### config.mk
export PLATFORM = sky130hd
export DESIGN_NAME = byte_tally
export DESIGN_NICKNAME = d
export VERILOG_FILES = /design/src/rtl/byte_tally_pkg.sv /design/src/rtl/byte_tally_ctrl.sv /design/src/rtl/byte_tally_dp.sv /design/src/rtl/byte_tally.sv
export SDC_FILE = /design/constraint.sdc
export NUM_CORES = 1
export LEC_CHECK = 0
export BUFFER_PORTS_ARGS = -buffer_cell sky130_fd_sc_hd__clkbuf_2
export CAP_MARGIN = 40
export CELL_PAD_IN_SITES_DETAIL_PLACEMENT = 1
export CELL_PAD_IN_SITES_GLOBAL_PLACEMENT = 2
export CORE_AREA = 2 2 162 164
export DETAILED_ROUTE_END_ITERATION = 8
export DIE_AREA = 0 0 164 166
export GPL_ROUTABILITY_DRIVEN = 0
export PLACE_DENSITY = 0.77
export SLEW_MARGIN = 30
export SYNTH_ARGS = -nofsm -noshare
export SYNTH_HDL_FRONTEND = slang
export SYNTH_SLANG_ARGS = --single-unit
### constraint.sdc
create_clock -name clk -period 2.72 [get_ports clk]
set_input_delay 0.272 -clock clk [delete_from_list [all_inputs] [get_ports clk]]
set_output_delay 0.272 -clock clk [all_outputs]
set_load 0.005 [all_outputs]
### src/rtl/byte_tally_pkg.sv
package byte_tally_pkg;
  localparam int ADDR_W = 8;
  localparam logic [ADDR_W-1:0] ADR_CMP_LO   = 8'h90;
  localparam logic [ADDR_W-1:0] ADR_CMP_HI   = 8'h94;
  localparam logic [ADDR_W-1:0] ADR_LIVE_LO  = 8'hA0;
  localparam logic [ADDR_W-1:0] ADR_LIVE_HI  = 8'hA4;
  localparam logic [ADDR_W-1:0] ADR_LATCH_LO = 8'hA8;
  localparam logic [ADDR_W-1:0] ADR_LATCH_HI = 8'hAC;

  // strobes from control to datapath
  typedef struct packed {
    logic clrCnt;
    logic cmpWrLo;
    logic cmpWrHi;
    logic capHi;
  } tallyStrb_t;
endpackage

### src/rtl/byte_tally_ctrl.sv
module byte_tally_ctrl
  import byte_tally_pkg::*;
#(
  parameter int REG_W = 32,
  localparam int NBYTES = REG_W / 8
) (
  input  logic              clk,
  input  logic              rstN,
  input  logic              regWrEn,
  input  logic              regRdEn,
  input  logic [ADDR_W-1:0] regAddr,
  input  logic [NBYTES-1:0] regByteEn,
  input  logic              clrReq,
  input  logic              armReq,
  input  logic              chanStart,
  input  logic              reached,
  output tallyStrb_t        strb,
  output logic              armed,
  output logic              totalFlag
);
  logic wrHit;
  logic cmpWr;
  logic armTake;
  logic fire;

  assign wrHit        = regWrEn && (|regByteEn);
  assign strb.cmpWrLo = wrHit && (regAddr == ADR_CMP_LO);
  assign strb.cmpWrHi = wrHit && (regAddr == ADR_CMP_HI);
  assign strb.capHi   = regRdEn && (regAddr == ADR_LATCH_LO);
  assign strb.clrCnt  = clrReq;

  assign cmpWr   = strb.cmpWrLo || strb.cmpWrHi;
  assign armTake = armReq && !clrReq;              // clear wins, arm dropped
  assign fire    = (armed || armTake) && reached && !cmpWr;

  always_ff @(posedge clk or negedge rstN) begin
    if (!rstN) begin
      armed     <= 1'b0;
      totalFlag <= 1'b0;
    end else if (cmpWr) begin
      armed     <= 1'b0;
      totalFlag <= 1'b0;
    end else if (fire) begin
      armed     <= 1'b0;
      totalFlag <= 1'b1;
    end else begin
      if (chanStart) totalFlag <= 1'b0;
      if (armTake)   armed     <= 1'b1;
    end
  end

  // compare write leaves flag and arm clear
  a_r7_cmp_write_clears: assert property (@(posedge clk) disable iff (!rstN)
    cmpWr |=> (!totalFlag && !armed));

  // flag only rises when the datapath reported the threshold reached
  a_r5_rise_needs_reach: assert property (@(posedge clk) disable iff (!rstN)
    $rose(totalFlag) |-> $past(reached));

  // firing disarms
  a_r4_fire_disarms: assert property (@(posedge clk) disable iff (!rstN)
    $rose(totalFlag) |-> !armed);

  // arm with clear is dropped
  a_r10_clr_drops_arm: assert property (@(posedge clk) disable iff (!rstN)
    (clrReq && armReq && !armed) |=> !armed);

  // flag is sticky
  a_r12_flag_sticky: assert property (@(posedge clk) disable iff (!rstN)
    (totalFlag && !chanStart && !cmpWr) |=> totalFlag);
endmodule

### src/rtl/byte_tally_dp.sv
module byte_tally_dp
  import byte_tally_pkg::*;
#(
  parameter int REG_W  = 32,
  parameter int XFER_W = 4,
  localparam int CNT_W  = 2 * REG_W,
  localparam int NBYTES = REG_W / 8
) (
  input  logic              clk,
  input  logic              rstN,
  input  tallyStrb_t        strb,
  input  logic [ADDR_W-1:0] regAddr,
  input  logic [NBYTES-1:0] regByteEn,
  input  logic [REG_W-1:0]  regWrData,
  output logic [REG_W-1:0]  regRdData,
  input  logic              xferValid,
  input  logic [XFER_W-1:0] xferBytes,
  output logic              reached
);
  logic [CNT_W-1:0] count;
  logic [CNT_W-1:0] stepVal;
  logic [REG_W-1:0] cmpLo;
  logic [REG_W-1:0] cmpHi;
  logic [REG_W-1:0] latchHi;

  assign stepVal = xferValid ? CNT_W'(xferBytes) : '0;

  always_ff @(posedge clk or negedge rstN) begin
    if (!rstN)            count <= '0;
    else if (strb.clrCnt) count <= '0;
    else                  count <= count + stepVal;
  end

  for (genvar g = 0; g < NBYTES; g++) begin : gCmpByte
    always_ff @(posedge clk or negedge rstN) begin
      if (!rstN) begin
        cmpLo[g*8 +: 8] <= '0;
        cmpHi[g*8 +: 8] <= '0;
      end else begin
        if (strb.cmpWrLo && regByteEn[g]) cmpLo[g*8 +: 8] <= regWrData[g*8 +: 8];
        if (strb.cmpWrHi && regByteEn[g]) cmpHi[g*8 +: 8] <= regWrData[g*8 +: 8];
      end
    end
  end

  always_ff @(posedge clk or negedge rstN) begin
    if (!rstN)           latchHi <= '0;
    else if (strb.capHi) latchHi <= count[CNT_W-1:REG_W];
  end

  assign reached = (count >= {cmpHi, cmpLo});

  always_comb begin
    unique case (regAddr)
      ADR_CMP_LO:   regRdData = cmpLo;
      ADR_CMP_HI:   regRdData = cmpHi;
      ADR_LIVE_LO:  regRdData = count[REG_W-1:0];
      ADR_LIVE_HI:  regRdData = count[CNT_W-1:REG_W];
      ADR_LATCH_LO: regRdData = count[REG_W-1:0];
      ADR_LATCH_HI: regRdData = latchHi;
      default:      regRdData = '0;
    endcase
  end

  // clear strobe leaves a zero total
  a_r3_clear_zero: assert property (@(posedge clk) disable iff (!rstN)
    strb.clrCnt |=> (count == '0));

  // total never decreases without a clear
  a_r2_no_decrease: assert property (@(posedge clk) disable iff (!rstN)
    !strb.clrCnt |=> (count >= $past(count)));

  // captured high word holds between latching reads
  a_r8_latch_hold: assert property (@(posedge clk) disable iff (!rstN)
    !strb.capHi |=> $stable(latchHi));
endmodule

### src/rtl/byte_tally.sv
module byte_tally
  import byte_tally_pkg::*;
#(
  parameter int XFER_W = 4
) (
  input  logic              clk,
  input  logic              rstN,
  input  logic              regWrEn,
  input  logic              regRdEn,
  input  logic [7:0]        regAddr,
  input  logic [3:0]        regByteEn,
  input  logic [31:0]       regWrData,
  output logic [31:0]       regRdData,
  input  logic              xferValid,
  input  logic [XFER_W-1:0] xferBytes,
  input  logic              clrReq,
  input  logic              armReq,
  input  logic              chanStart,
  output logic              armed,
  output logic              totalFlag
);
  localparam int REG_W = 32;

  tallyStrb_t strb;
  logic       reached;

  byte_tally_ctrl #(.REG_W(REG_W)) uCtrl (
    .clk(clk), .rstN(rstN), .regWrEn(regWrEn), .regRdEn(regRdEn),
    .regAddr(regAddr), .regByteEn(regByteEn), .clrReq(clrReq),
    .armReq(armReq), .chanStart(chanStart), .reached(reached),
    .strb(strb), .armed(armed), .totalFlag(totalFlag)
  );

  byte_tally_dp #(.REG_W(REG_W), .XFER_W(XFER_W)) uDp (
    .clk(clk), .rstN(rstN), .strb(strb), .regAddr(regAddr),
    .regByteEn(regByteEn), .regWrData(regWrData), .regRdData(regRdData),
    .xferValid(xferValid), .xferBytes(xferBytes), .reached(reached)
  );
endmodule

==> flow_summary_export.csv <==
group,metric,value,unit
yosys,mappedNetlistArea,9767,sq um
drt,first_pass_iters,6,
yosys,synth.avg_cell_area,10.01,sq um
layout,final_common_cell,"dfrtp_1",
timing,worst_pin_slew,0.6251,ns
run_status,outcome,"finished, final reports clean",
worst_setup_path,startpoint_type,"flop",
worst_setup_path,worstPathMaxFanout,8,
timing,rsz0062_at_grt,"false",
drt,drc,0,
timing,setup_violations,0,
timing,slew_violations,0,
clock_network,cts_buffer_depth,2,
clock_network,cts_buffers,17,
power,vdd_drop_max,0.0003973,V
clock_network,path_clk_slew,0.07,ns
drt,num_vias,8151,
yosys,syn_nets,1101,
timing,holdWs,0.08591,ns
clock_network,root_buffer,"clkbuf_16",
timing,relSlewSlack,0.5801,
drt,postRouteAntennaNets,0,
floorplan,start_util,0.3813,
timing,fin_setup_tns,0,ns
worst_setup_path,worst-endpoint-arrival,2.88,ns
yosys,synth_top_family_by_area,"simple AND/OR/NAND/NOR gates",
power,power_per_cell_area,456.0,nW/um^2
floorplan,dieWidth,164,um
drt,wl,30200,um
yosys,yosys.area_share.simple,0.1541,
global_routing,grt_use_total,0.2314,
drt,drt-initial-drc-count,520,
worst_setup_path,cp_common_cell,"buf_4",
timing,hold_viol,0,
place,hpwl,22460,um
clock_network,cts_tree,"built",
yosys,synth_fa_ha_area_frac,0.08916,
layout,drive_gt1_frac,0.2731,
timing,finalCritPeriodShare,0.9562,
worst_setup_path,crit_type,"reg -> reg",
yosys,synth_cell_type_count,60,
yosys,synth_mux_area_frac,0.1403,
global_routing,grt_overflow_total,0,
worst_setup_path,slowest_delay,0.44,ns
global_routing,antenna_found_initial,0,
clock_network,htree_num_levels,4,
layout,fin_util,0.4503,
worst_setup_path,critPathSlowestCell,"dfrtp_1",
floorplan,io_pins,90,
timing,max_freq,384.5,MHz
place,portBuffers,89,
floorplan,core,25620,sq um
yosys,synth_cells,976,
place,place_inst,1419,
yosys,synth-xor-area-share,0.02242,
timing,clock_skew,0.01412,ns
clock_network,clock-sinks,162,
global_routing,grt_pass1_wl,48470,um
layout,final_cells,1452,
yosys,ys_ff_latch,162,
yosys,synth-compound-area-share,0.1285,
yosys,synth_seq_area_share,0.4151,
drt,viasPerCell,5.614,
drt,wl_per_cell,20.80,um
power,p_total,5.259,mW
worst_setup_path,critPathTopFamily,"compound AO/OA/AOI/OAI gates",
clock_network,postCtsSetupBuffers,0,
layout,n_fill_cell,2879,
worst_setup_path,end_kind,"flop",
layout,area_delta_synth_final,18.09,%
yosys,ys.flop_type,"dfrtp_1",
yosys,synth_edf_count,0,
worst_setup_path,path_buf_inv,2,
layout,antenna_cells,0,
min_path,min_path_type,"in -> reg",
power,p_leak,5.450,nW
job,maxCapViolations,0,
floorplan,dieArea,27220,sq um
global_routing,grt_max_degree,102,
clock_network,clock_latency,0.43,ns
worst_setup_path,required,3.00,ns
yosys,yosys_warnings,0,
floorplan,row_count,59,
global_routing,grt_pass1_vias,8602,
layout,final_cell_mix,"dfrtp_1, mux2_2, clkbuf_2, inv_1, ha_1",
worst_setup_path,cp_cell_sequence,"ha_1 > a21o_1 > a21oi_1 > o21ai_0 > buf_4 > nand4b_1 > buf_4 > o311ai_0 > o41ai_1",
yosys,async_flop_share,1.000,
floorplan,die_height,166,um
timing,layout_min_cycle_time,2.601,ns
layout,layout.nets,1229,
## cells by family (layout without fill, tap and decap cells)
logic type / Yosys count / in the layout
AOI/OAI and AO/OA: 189 / 189
adders and majority gates: 69 / 69
muxes: 124 / 124
and+or+nand+nor: 280 / 280
xor gates and xnor gates: 25 / 25
DFF: 162 / 162
buffers and inverters: 127 / 268
## power by group
| group | total [mW] | leakage [nW] | switching [mW] | internal (mW) |
|---|---|---|---|---|
| registers | 2.50 | 2.25 | 0.0412 | 2.46 |
| clock network | 2.28 | 0.256 | 1.07 | 1.21 |
| logic | 0.481 | 2.94 | 0.297 | 0.184 |
## final timing paths
| kind | start | endpoint | slack (ns) | cells after the start |
|---|---|---|---|---|
| max | uDp.count[1] | uDp.count[53] | 0.12 | 9 |
| min | regWrData[29] | uDp.cmpHi[29] | 0.09 | 2 |
| max reg2reg | uDp.count[1] | uDp.count[53] | 0.12 | 9 |
| min reg2reg | uDp.latchHi[8] | uDp.latchHi[8] | 0.48 | 2 |
| max in group asynchronous | rstN | uDp.count[51] | 1.50 | 3 |
| min in group asynchronous | rstN | uDp.cmpLo[0] | 0.30 | 2 |
## flip-flops by register name, indices dropped and copies added (netlist names)
signal	cells
uDp.cmpLo	32
uDp.count	64
uCtrl.totalFlag	1
uDp.cmpHi	32
uCtrl.armed	1
uDp.latchHi	32
## what timing repair did
action	in CTS	in global routing
gates resized for setup	0	2
hold buffers	1	0
endpoints found under the hold margin	34	0
setup endpoints to repair	0	2
## layer usage
metal  global-route usage  part of all wire  up-vias
met5                    0                 0        -
met4              0.05263             0.014        0
met3              0.02972             0.035       27
met2               0.3776              0.47      145
met1               0.3276              0.48     4165
li1                     -                 -     3814
## cell type report
cell class	instances	area, sq um	area share
clock buffer	20	446.7	0.03873
clock inverter	12	98.84	0.008570
inverter	81	304.0	0.02636
multi-input combinational	687	5236	0.4540
sequential	162	4054	0.3515
tap	335	419.2	0.03634
timing repair buffer	155	974.7	0.08451
## synth_stat cells (all sizes together) (13+ instances only)
| master | count | share of area |
|---|---|---|
| o21ai | 58 | 0.030 |
| ha | 68 | 0.087 |
| mux2 | 103 | 0.12 |
| nand2 | 63 | 0.024 |
| a22oi | 20 | 0.015 |
| a21oi | 34 | 0.017 |
| mux2i | 21 | 0.022 |
| nor2 | 52 | 0.020 |
| a222oi | 20 | 0.020 |
| and3 | 16 | 0.010 |
| clkbuf | 35 | 0.014 |
| nand4 | 18 | 0.012 |
| dfrtp | 162 | 0.42 |
| nor3 | 13 | 0.0067 |
| inv | 81 | 0.031 |
| nand3 | 42 | 0.024 |
| nor2b | 16 | 0.010 |
| xor2 | 13 | 0.012 |
## stage by stage
| step | area (sq um) | worst slack (ns) |
|---|---|---|
| after floorplan | 9767 | 0.4464 |
| after global placement | 10970 | 0.08185 |
| after detailed placement | 10970 | -0.02424 |
| after CTS | 11520 | 0.03474 |
| after global routing | 11530 | 0.01128 |
| final | 11530 | 0.1190 |
No activity file was read; power rests on OpenSTA's default activity.
